==> config.mk <==
export PLATFORM = sky130hd
export DESIGN_NAME = vmode_matcher
export DESIGN_NICKNAME = d
export VERILOG_FILES = /design/src/rtl/vmode_pkg.sv /design/src/rtl/vmode_table.sv /design/src/rtl/vmode_match_sel.sv /design/src/rtl/vmode_lock_det.sv /design/src/rtl/vmode_irq.sv /design/src/rtl/vmode_matcher.sv
export SDC_FILE = /design/constraint.sdc
export NUM_CORES = 1
export LEC_CHECK = 0
export BUFFER_PORTS_ARGS = -buffer_cell sky130_fd_sc_hd__buf_4
export CORE_UTILIZATION = 57
export CTS_CLUSTER_SIZE = 10
export DETAILED_ROUTE_END_ITERATION = 7
export PLACE_DENSITY = 0.77
export SETUP_SLACK_MARGIN = 0.02
export SLEW_MARGIN = 20
export SYNTH_ARGS = -nofsm -noshare
export SYNTH_HDL_FRONTEND = slang
export SYNTH_SLANG_ARGS = --single-unit
export TNS_END_PERCENT = 100
==> constraint.sdc <==
create_clock -name clk -period 3.3 [get_ports clk]
set_input_delay 0.165 -clock clk [delete_from_list [all_inputs] [get_ports clk]]
set_output_delay 0.165 -clock clk [all_outputs]
set_load 0.05 [all_outputs]
==> src/rtl/vmode_pkg.sv <==
package vmode_pkg;
  localparam int unsigned REG_CTRL    = 0;
  localparam int unsigned REG_MATCH   = 1;
  localparam int unsigned REG_FLAGS   = 2;
  localparam int unsigned REG_BANK    = 3;
  localparam int unsigned MODE_BASE   = 8;
  localparam int unsigned MODE_STRIDE = 4;
  localparam int unsigned IRQ_LSB     = 1;
  localparam int unsigned IRQ_SRCS    = 2;

  typedef enum logic [1:0] {
    FLD_WIDTH  = 2'd0,
    FLD_HEIGHT = 2'd1,
    FLD_ILACE  = 2'd2,
    FLD_VALID  = 2'd3
  } mode_field_e;
endpackage

==> src/rtl/vmode_table.sv <==
module vmode_table
  import vmode_pkg::*;
#(
  parameter int NUM_MODES = 4,
  parameter int NUM_BANKS = 2,
  parameter int RES_W     = 16,
  parameter int ADDR_W    = 6,
  parameter int DATA_W    = 32
) (
  input  logic              clk,
  input  logic              rst,
  input  logic              wr_en,
  input  logic [ADDR_W-1:0] addr,
  input  logic [DATA_W-1:0] wdata,
  input  logic [((NUM_BANKS > 1) ? $clog2(NUM_BANKS) : 1)-1:0] bank_sel,
  output logic              in_tbl,
  output logic [DATA_W-1:0] rd_data,
  output logic [RES_W-1:0]  act_w [NUM_MODES],
  output logic [RES_W-1:0]  act_h [NUM_MODES],
  output logic [NUM_MODES-1:0] act_i,
  output logic [NUM_MODES-1:0] mode_valid
);
  localparam int BANK_W = (NUM_BANKS > 1) ? $clog2(NUM_BANKS) : 1;
  localparam int IDX_W  = (NUM_MODES > 1) ? $clog2(NUM_MODES) : 1;
  localparam logic [ADDR_W-1:0] BASE_A = ADDR_W'(MODE_BASE);
  localparam logic [ADDR_W-1:0] END_A  = ADDR_W'(MODE_BASE + NUM_MODES * MODE_STRIDE);

  logic [ADDR_W-1:0] off;
  logic [IDX_W-1:0]  mode_idx;
  mode_field_e       fld;
  logic [BANK_W-1:0] eff_bank;
  logic [DATA_W-1:0] rd_word [NUM_MODES];
  logic [DATA_W-RES_W-1:0] unused_wdata_hi;

  assign off      = addr - BASE_A;
  assign in_tbl   = (addr >= BASE_A) && (addr < END_A);
  assign mode_idx = off[IDX_W+1:2];
  assign fld      = mode_field_e'(off[1:0]);
  assign unused_wdata_hi = wdata[DATA_W-1:RES_W];

  generate
    if (NUM_BANKS > 1) begin : g_banked
      assign eff_bank = bank_sel;
    end else begin : g_flat
      logic unused_bank;
      assign unused_bank = ^bank_sel;
      assign eff_bank    = '0;
    end
  endgenerate

  generate
    for (genvar m = 0; m < NUM_MODES; m++) begin : g_mode
      logic [RES_W-1:0] stg_w [NUM_BANKS];
      logic [RES_W-1:0] stg_h [NUM_BANKS];
      logic [NUM_BANKS-1:0] stg_i;
      logic [RES_W-1:0] com_w, com_h;
      logic             com_i, vld;
      logic             sel;

      assign sel = wr_en && in_tbl && (mode_idx == IDX_W'(m));

      always_ff @(posedge clk) begin
        if (rst) begin
          for (int b = 0; b < NUM_BANKS; b++) begin
            stg_w[b] <= '0;
            stg_h[b] <= '0;
          end
          stg_i <= '0;
          com_w <= '0;
          com_h <= '0;
          com_i <= 1'b0;
          vld   <= 1'b0;
        end else if (sel) begin
          case (fld)
            FLD_WIDTH:  stg_w[eff_bank] <= wdata[RES_W-1:0];
            FLD_HEIGHT: stg_h[eff_bank] <= wdata[RES_W-1:0];
            FLD_ILACE:  stg_i[eff_bank] <= wdata[0];
            default: begin
              vld <= wdata[0];
              if (wdata[0]) begin
                com_w <= stg_w[eff_bank];
                com_h <= stg_h[eff_bank];
                com_i <= stg_i[eff_bank];
              end
            end
          endcase
        end
      end

      always_comb begin
        case (fld)
          FLD_WIDTH:  rd_word[m] = DATA_W'(stg_w[eff_bank]);
          FLD_HEIGHT: rd_word[m] = DATA_W'(stg_h[eff_bank]);
          FLD_ILACE:  rd_word[m] = DATA_W'(stg_i[eff_bank]);
          default:    rd_word[m] = DATA_W'(vld);
        endcase
      end

      assign act_w[m]      = com_w;
      assign act_h[m]      = com_h;
      assign act_i[m]      = com_i;
      assign mode_valid[m] = vld;
    end
  endgenerate

  assign rd_data = in_tbl ? rd_word[mode_idx] : '0;
endmodule

==> src/rtl/vmode_match_sel.sv <==
module vmode_match_sel #(
  parameter int NUM_MODES = 4,
  parameter int RES_W     = 16,
  parameter int MATCH_W   = 3
) (
  input  logic [RES_W-1:0]     meas_w,
  input  logic [RES_W-1:0]     meas_h,
  input  logic                 meas_i,
  input  logic [RES_W-1:0]     act_w [NUM_MODES],
  input  logic [RES_W-1:0]     act_h [NUM_MODES],
  input  logic [NUM_MODES-1:0] act_i,
  input  logic [NUM_MODES-1:0] mode_valid,
  output logic [MATCH_W-1:0]   hit_idx
);
  logic [NUM_MODES-1:0] eq;

  generate
    for (genvar m = 0; m < NUM_MODES; m++) begin : g_cmp
      assign eq[m] = mode_valid[m] && (act_w[m] == meas_w) &&
                     (act_h[m] == meas_h) && (act_i[m] == meas_i);
    end
  endgenerate

  always_comb begin
    hit_idx = '1;
    for (int m = NUM_MODES - 1; m >= 0; m--) begin
      if (eq[m]) hit_idx = MATCH_W'(m);
    end
  end
endmodule

==> src/rtl/vmode_lock_det.sv <==
module vmode_lock_det (
  input  logic clk,
  input  logic rst,
  input  logic sof_in,
  input  logic sof_out,
  output logic locked_q,
  output logic lock_evt
);
  assign lock_evt = sof_in && sof_out && !locked_q;

  always_ff @(posedge clk) begin
    if (rst) locked_q <= 1'b0;
    else if (sof_in || sof_out) locked_q <= sof_in && sof_out;
  end
endmodule

==> src/rtl/vmode_irq.sv <==
module vmode_irq #(
  parameter int NUM_SRC = 2,
  parameter int LSB     = 1,
  parameter int DATA_W  = 32
) (
  input  logic               clk,
  input  logic               rst,
  input  logic               ctrl_wr,
  input  logic               flags_wr,
  input  logic [DATA_W-1:0]  wdata,
  input  logic [NUM_SRC-1:0] set_evt,
  output logic [NUM_SRC-1:0] en_q,
  output logic [NUM_SRC-1:0] flags_q,
  output logic               irq_q
);
  logic [NUM_SRC-1:0] en_nxt, clr, fl_nxt;

  always_comb begin
    en_nxt = ctrl_wr  ? wdata[LSB +: NUM_SRC] : en_q;
    clr    = flags_wr ? wdata[LSB +: NUM_SRC] : '0;
    fl_nxt = (flags_q & ~clr) | set_evt;
  end

  always_ff @(posedge clk) begin
    if (rst) begin
      en_q    <= '0;
      flags_q <= '0;
      irq_q   <= 1'b0;
    end else begin
      en_q    <= en_nxt;
      flags_q <= fl_nxt;
      irq_q   <= |(fl_nxt & en_nxt);
    end
  end
endmodule

==> src/rtl/vmode_matcher.sv <==
module vmode_matcher
  import vmode_pkg::*;
#(
  parameter int NUM_MODES = 4,
  parameter int NUM_BANKS = 2,
  parameter int RES_W     = 16,
  parameter int ADDR_W    = 6,
  parameter int DATA_W    = 32
) (
  input  logic              clk,
  input  logic              rst,
  input  logic              bus_wr,
  input  logic [ADDR_W-1:0] bus_addr,
  input  logic [DATA_W-1:0] bus_wdata,
  output logic [DATA_W-1:0] bus_rdata,
  input  logic              meas_stb,
  input  logic [RES_W-1:0]  meas_width,
  input  logic [RES_W-1:0]  meas_height,
  input  logic              meas_interlace,
  input  logic              sof_in,
  input  logic              sof_out,
  output logic [RES_W-1:0]  active_width,
  output logic [RES_W-1:0]  active_height,
  output logic              active_interlace,
  output logic              gen_locked,
  output logic              irq
);
  localparam int IDX_W   = (NUM_MODES > 1) ? $clog2(NUM_MODES) : 1;
  localparam int MATCH_W = IDX_W + 1;
  localparam int BANK_W  = (NUM_BANKS > 1) ? $clog2(NUM_BANKS) : 1;

  logic [BANK_W-1:0]    bank_q;
  logic [MATCH_W-1:0]   match_q, hit_idx;
  logic                 tbl_hit;
  logic [DATA_W-1:0]    tbl_rdata, rd_nxt;
  logic [RES_W-1:0]     act_w [NUM_MODES];
  logic [RES_W-1:0]     act_h [NUM_MODES];
  logic [NUM_MODES-1:0] act_i, mode_valid;
  logic [IRQ_SRCS-1:0]  en_q, flags_q;
  logic                 status_set, lock_evt;
  logic                 ctrl_wr, flags_wr, bank_wr;
  logic                 found;
  logic [IDX_W-1:0]     sel_idx;

  assign ctrl_wr  = bus_wr && (bus_addr == ADDR_W'(REG_CTRL));
  assign flags_wr = bus_wr && (bus_addr == ADDR_W'(REG_FLAGS));
  assign bank_wr  = bus_wr && (bus_addr == ADDR_W'(REG_BANK));

  vmode_table #(
    .NUM_MODES(NUM_MODES), .NUM_BANKS(NUM_BANKS), .RES_W(RES_W),
    .ADDR_W(ADDR_W), .DATA_W(DATA_W)
  ) u_table (
    .clk(clk), .rst(rst), .wr_en(bus_wr), .addr(bus_addr), .wdata(bus_wdata),
    .bank_sel(bank_q), .in_tbl(tbl_hit), .rd_data(tbl_rdata),
    .act_w(act_w), .act_h(act_h), .act_i(act_i), .mode_valid(mode_valid)
  );

  vmode_match_sel #(
    .NUM_MODES(NUM_MODES), .RES_W(RES_W), .MATCH_W(MATCH_W)
  ) u_sel (
    .meas_w(meas_width), .meas_h(meas_height), .meas_i(meas_interlace),
    .act_w(act_w), .act_h(act_h), .act_i(act_i), .mode_valid(mode_valid),
    .hit_idx(hit_idx)
  );

  vmode_lock_det u_lock (
    .clk(clk), .rst(rst), .sof_in(sof_in), .sof_out(sof_out),
    .locked_q(gen_locked), .lock_evt(lock_evt)
  );

  assign status_set = meas_stb && (hit_idx != match_q);

  vmode_irq #(
    .NUM_SRC(IRQ_SRCS), .LSB(IRQ_LSB), .DATA_W(DATA_W)
  ) u_irq (
    .clk(clk), .rst(rst), .ctrl_wr(ctrl_wr), .flags_wr(flags_wr),
    .wdata(bus_wdata), .set_evt({lock_evt, status_set}),
    .en_q(en_q), .flags_q(flags_q), .irq_q(irq)
  );

  always_ff @(posedge clk) begin
    if (rst) begin
      match_q <= '1;
      bank_q  <= '0;
    end else begin
      if (meas_stb) match_q <= hit_idx;
      if (bank_wr)  bank_q  <= bus_wdata[BANK_W-1:0];
    end
  end

  assign found   = ~&match_q;
  assign sel_idx = match_q[IDX_W-1:0];

  always_ff @(posedge clk) begin
    if (rst || !found) begin
      active_width     <= '0;
      active_height    <= '0;
      active_interlace <= 1'b0;
    end else begin
      active_width     <= act_w[sel_idx];
      active_height    <= act_h[sel_idx];
      active_interlace <= act_i[sel_idx];
    end
  end

  always_comb begin
    rd_nxt = '0;
    if (tbl_hit) begin
      rd_nxt = tbl_rdata;
    end else begin
      case (bus_addr)
        ADDR_W'(REG_CTRL):  rd_nxt[IRQ_LSB +: IRQ_SRCS] = en_q;
        ADDR_W'(REG_MATCH): rd_nxt[MATCH_W-1:0] = match_q;
        ADDR_W'(REG_FLAGS): rd_nxt[IRQ_LSB +: IRQ_SRCS] = flags_q;
        ADDR_W'(REG_BANK):  rd_nxt[BANK_W-1:0] = bank_q;
        default:            rd_nxt = '0;
      endcase
    end
  end

  always_ff @(posedge clk) begin
    if (rst) bus_rdata <= '0;
    else     bus_rdata <= rd_nxt;
  end
endmodule

# Word-level counts from Yosys, hierarchy flattened
# Memory sizes are Yosys's and may differ from the RTL's. A register that Yosys moved wholly into a read port is not among the register bits.
# Index checks and enable logic that the tools add are counted.
dict set report op_classes {
  div_mod_pow 0
  muxes 106
  add_sub_neg 1
  reduce_logical 55
  eq_ne 21
  mul 0
  shifts 0
  bitwise_logic 8
  n_lt_le_gt_ge 7
}
# cell count
set op_table {}
lappend op_table {{two-way mux 16 bit} 12}
lappend op_table {{case mux 16 bit (3 select lines)} 4}
lappend op_table {{== test 16 bit} 8}
lappend op_table {{OR reduction 16 bit} 8}
lappend op_table {{two-way mux 1 bit} 70}
lappend op_table {{binary-select mux 16 bit (select 2 bit)} 2}
lappend op_table {{binary-select mux 32 bit (select 2 bit)} 1}
lappend op_table {{two-way mux 32 bit} 2}
lappend op_table {{logical AND 1 bit} 25}
lappend op_table {{AND reduction 2 bit} 8}
lappend op_table {{two-way mux 3 bit} 5}
lappend op_table {{AND reduction 3 bit} 5}
lappend op_table {{== test 6 x 2 -> 1 bit (second input constant)} 2}
lappend op_table {{bitwise mux 2 bit} 4}
lappend op_table {{== test 2 bit (second input constant)} 3}
lappend op_table {{== test 6 x 1 -> 1 bit (second input constant)} 1}
lappend op_table {{>= comparator 3 bit (second input constant)} 2}
lappend op_table {{>= comparator 6 x 4 -> 1 bit (second input constant)} 1}
lappend op_table {{logical NOT 6 bit} 1}
lappend op_table {{< comparator 6 x 5 -> 1 bit (second input constant)} 1}
lappend op_table {{NOT 2 -> 3 bit} 2}
lappend op_table {{case mux 2 bit (3 select lines)} 1}
lappend op_table {{AND 2 bit} 2}
lappend op_table {{== test 1 bit} 4}
lappend op_table {{18 further kinds} 24}
dict set report totals {
  out_inout_bits 67
  register_bits 219
  latch_bits 0
  memories 8
  mem_bits_ro 0
  ramBits 256
}
# name words width rd rd_ports_with_merged_regs write_ports line_no
set mem_list {}
lappend mem_list {{u_table.g_mode[0].stg_h} 2 16 1 1 2 vmode_table.sv:54} ;# logic [RES_W-1:0] stg_h [NUM_BANKS];
lappend mem_list {{u_table.g_mode[0].stg_w} 2 16 1 1 2 vmode_table.sv:53} ;# logic [RES_W-1:0] stg_w [NUM_BANKS];
lappend mem_list {{u_table.g_mode[1].stg_h} 2 16 1 1 2 vmode_table.sv:54}
lappend mem_list {{u_table.g_mode[1].stg_w} 2 16 1 1 2 vmode_table.sv:53}
lappend mem_list {{u_table.g_mode[2].stg_h} 2 16 1 1 2 vmode_table.sv:54}
lappend mem_list {{u_table.g_mode[2].stg_w} 2 16 1 1 2 vmode_table.sv:53}
lappend mem_list {{2 more memories} - - - - - -}

# Depth between registers and ports, before layout
dict set report depth {
  depth_word 13
  ltp_mapped 10
}

# By module
# A second synthesis with hierarchy kept.
dict set report unflattened {
  hier_cells 1874
  hier_area_um2 22918.2
}
# mod area_each_um2 cells_each seq_area_each_um2 n_inst
set modules_own_cells {}
lappend modules_own_cells {vmode_table 18352.6 1451 10570.1 1}
lappend modules_own_cells {vmode_matcher 2832.7 213 1381.3 1}
lappend modules_own_cells {vmode_match_sel 1516.5 188 0.0 1}
lappend modules_own_cells {vmode_irq 175.2 17 100.1 1}
lappend modules_own_cells {vmode_lock_det 41.3 5 20.0 1}

# Least setup slack after synthesis
# No wires, ideal clock.
dict set report synth_timing {
  kind {input to register}
  start {in bus_addr[3]}
  end {mem u_table.g_mode[0].stg_h[1][0] (enable)}
  t_arrival_ps 2248
  path_buffers 2
  stages 4
  path_slack_ps 640
  t_required_ps 2889
  setup_time_ps 411
  path_cell_list {buf_1 nand3b_1 clkbuf_1 o21ai_0}
}
# item line_no
set synth_rtl {}
lappend synth_rtl {{start, declared} vmode_matcher.sv:13} ;# input logic [ADDR_W-1:0] bus_addr,
lappend synth_rtl {{end, declared} vmode_table.sv:54}

==> flow_summary.json <==
{
  "die_width_microns": 201,
  "layout-drive-gt1-share_pct": 18.5,
  "track_usage_pct": 38.3,
  "power.ir.vdd_worst_v": 0.000507,
  "holdPathStages": 3,
  "fp.dieArea_sq_um": 40200,
  "count_of_max_cap_constraint_violations": 0,
  "finish.instance_area_sq_um": 25700,
  "path_clk_slew_ns": 0.06,
  "tritoncts": "yes",
  "grt.overflow.total": 0,
  "std_cell_rows": 72,
  "area.growth.synth_to_final_pct": 14.2,
  "fin_setup_tns_ns": 0,
  "worst-r2r-setup-slack_ns": 0.34,
  "grt_max_degree": 98,
  "drt-wirelength-per-cell_microns": 30.3,
  "post-dp-hpwl_mm": 55.4,
  "postSynthRegisterBits": 460,
  "number_of_flops_mapped_to_enable_cells_by_yosys": 256,
  "final.period_utilization_pct": 89.7,
  "h-tree-depth": 2,
  "grt_first_pass_wirelength_mm": 109,
  "wl_mm": 76.4,
  "synth.lib_cells_used.distinct": 55,
  "port_buffers": 111,
  "yosysWarningCount": 0,
  "cts.root.buffer_cell": "clkbuf_16",
  "antenna_found_initial": 2,
  "insertion_delay_ns": 0.61,
  "boundaryPins": 144,
  "worst_hold_startpoint": "bus_wdata[2]",
  "detail-route-antenna-nets": 0,
  "report.final.hold_viol_count": 0,
  "timing_worst_setup_path_type": "flip-flop to flip-flop",
  "clock_sink_count": 460,
  "finalSetupViolCount": 0,
  "fillerInstances": 2915,
  "drt_pass1_iterations": 5,
  "most_common_library_cell_in_the_layout_ignoring_fill_and_taps": "and2_1",
  "r2r_cells": 6,
  "vias_per_cell": 6.45,
  "portion_of_the_post_synthesis_area_used_by_sequential_elements_pct": 52.4,
  "synth_ff_type": "edfxtp_1",
  "unrepaired_setup_endpoints_after_global_routing": "false",
  "power-per-cell-area_nw_per_um2": 494,
  "hold_class": "input pin to flip-flop",
  "critical_path.startpoint_type": "flip-flop",
  "initial_utilization_pct": 58.0,
  "floorplan.core_area_sq_um": 38700,
  "timing.critical_path.to_type": "flip-flop",
  "async_flop_share_pct": 0,
  "finalWeightedCongestion": 0.995,
  "timing.final.crit_period_ns": 2.96,
  "syn-cell-area_sq_um": 22500,
  "leakage_nw": 8.88,
  "cts_buffers": 52,
  "syn-instance-count": 1874,
  "dpl_cell_area_sq_um": 23900,
  "maxSlewViolCount": 0,
  "slew_at_the_pin_closest_to_its_max_slew_limit_ns": 1.23,
  "detailroute.via_count": 16300,
  "layout_common_cells": "and2_1, edfxtp_1, dfxtp_1",
  "slew_headroom_pct": 17.9,
  "num-nets-final": 2047,
  "synthesis.area_per_instance_sq_um": 12.0,
  "chipHeight_microns": 201,
  "cts_buffer_depth": 3,
  "outcome": "complete, no violations",
  "cts.repair.resized": 0,
  "worst_ep_arrival_time_ns": 3.44,
  "grt_pass1_vias": 15500,
  "drtIter0Drc": 2085,
  "clock.fmax_ghz": 0.338,
  "cp_data_required_time_ns": 3.78,
  "fin_skew_ns": 0.0202,
  "timing.critical_path.fanout_max": 54,
  "drc": 0
}
-- final cells by class --
cell class                 count  area [sq um]  area share [%]
multi-input combinational   1256         10100            39.3
clock inverter                 3          51.3           0.200
antenna                        1          2.50         0.00975
timing repair buffer         192          1600            6.24
clock buffer                  83          1470            5.73
sequential                   460         11800            45.9
tap                          518           648            2.53
inverter                       8          30.0           0.117
-- synth_stat cells (2+ instances only) --
library cell / number / area, sq um
nand3b_1: 4 / 30.0
nand3_1: 11 / 55.1
o311ai_0: 2 / 17.5
or3_1: 2 / 12.5
edfxtp_1: 256 / 7690
or2b_2: 2 / 17.5
and2_1: 261 / 1630
clkbuf_8: 2 / 27.5
nor2_1: 182 / 683
a31oi_1: 3 / 18.8
buf_4: 17 / 128
mux2i_1: 139 / 1390
o31ai_1: 3 / 22.5
a21oi_1: 20 / 100
nor3b_1: 4 / 30.0
nand2b_1: 6 / 37.5
and3_1: 33 / 206
dfxtp_1: 204 / 4080
nand4b_1: 3 / 26.3
buf_6: 4 / 45.0
nor2b_1: 10 / 62.6
clkbuf_1: 106 / 398
xnor2_2: 3 / 48.8
o21ai_0: 29 / 145
o22ai_1: 4 / 25.0
mux4_2: 103 / 2320
nor4_1: 33 / 206
buf_1: 19 / 71.3
inv_1: 7 / 26.3
xnor2_1: 71 / 622
a211oi_1: 135 / 1010
nor3_1: 15 / 75.1
nor4bb_1: 2 / 20.0
or4_1: 4 / 30.0
buf_2: 17 / 85.1
nand4_1: 29 / 181
nand2_1: 48 / 180
xor2_1: 60 / 526
mux2_2: 4 / 45.0
nor4b_1: 2 / 17.5
-- flip-flops by register name, indices dropped and copies added (netlist names), 2 cells and up, named ones only --
signal and count:
u_table.g_mode.stg_h 128, u_table.g_mode.stg_w 128, u_table.g_mode.com_h 64, u_table.g_mode.com_w 64
active_height 16, active_width 16, bus_rdata 16, u_table.g_mode.stg_i 8
u_table.g_mode.com_i 4, u_table.g_mode.vld 4, match_q 3, u_irq.en_q 2
u_irq.flags_q 2
-- routing by layer --
metal | share of wire, % | vias to the layer above | track usage (%)
met5 | 0.013 | - | 0
met4 | 3.4 | 2 | 13.4
met3 | 12 | 134 | 8.91
met2 | 46 | 1100 | 59.3
met1 | 39 | 7970 | 53.1
li1 | - | 7047 | -
-- where the power goes --
group          total (W)  internal [W]  switching (W)
Combinational    0.00104      0.000348       0.000689
Sequential       0.00628       0.00619      0.0000903
Clock            0.00536       0.00309        0.00227
-- final timing paths --
kind                                               endpoint
worst max-delay path                           bus_rdata[0]
worst min-delay path                          u_irq.en_q[1]
worst max register to register                 bus_rdata[0]
worst min register to register  u_table.g_mode[2].com_h[10]
-- kinds of logic (layout without fill, tap and decap cells) --
group                     after synthesis  count (layout)  synth area share [%]
AOI/OAI and AO/OA                     204             204                  6.34
xor gates and xnor gates              134             134                  5.32
buffers and inverters                 173             286                  3.49
DFF                                   460             460                  52.4
muxes                                 246             246                  16.7
other                                   1              17                0.0167
and+or+nand+nor                       656             656                  15.8
-- critical path, stage by stage, from the launching register on --
cell	delay [ns]
dfxtp_4	0.55
buf_12	0.36
mux4_2	0.58
mux4_2	0.47
a31oi_1	0.18
nor3_1	0.07
dlygate4sd3_1	0.60
-- through the flow --
step           instances  power, W  hold WS [ns]  setup WS (ns)  util [%]
2_1_floorplan       1889   0.00694         0.244          0.640         -
3_3_place_gp        2410   0.00736         0.369          0.470      61.7
3_5_place_dp        2410   0.00737         0.371          0.435      61.7
4_1_cts             2520    0.0127        0.0302          0.376      66.3
5_1_grt             2520    0.0130        0.0541          0.252      66.3
6_report            2521    0.0127        0.0577          0.340      66.3
-- timing repair --
action,in CTS,in global routing
hold buffers,24,0
endpoints found under the hold margin,221,0
setup buffers,0,0
Power figures use the tool's default switching activity.
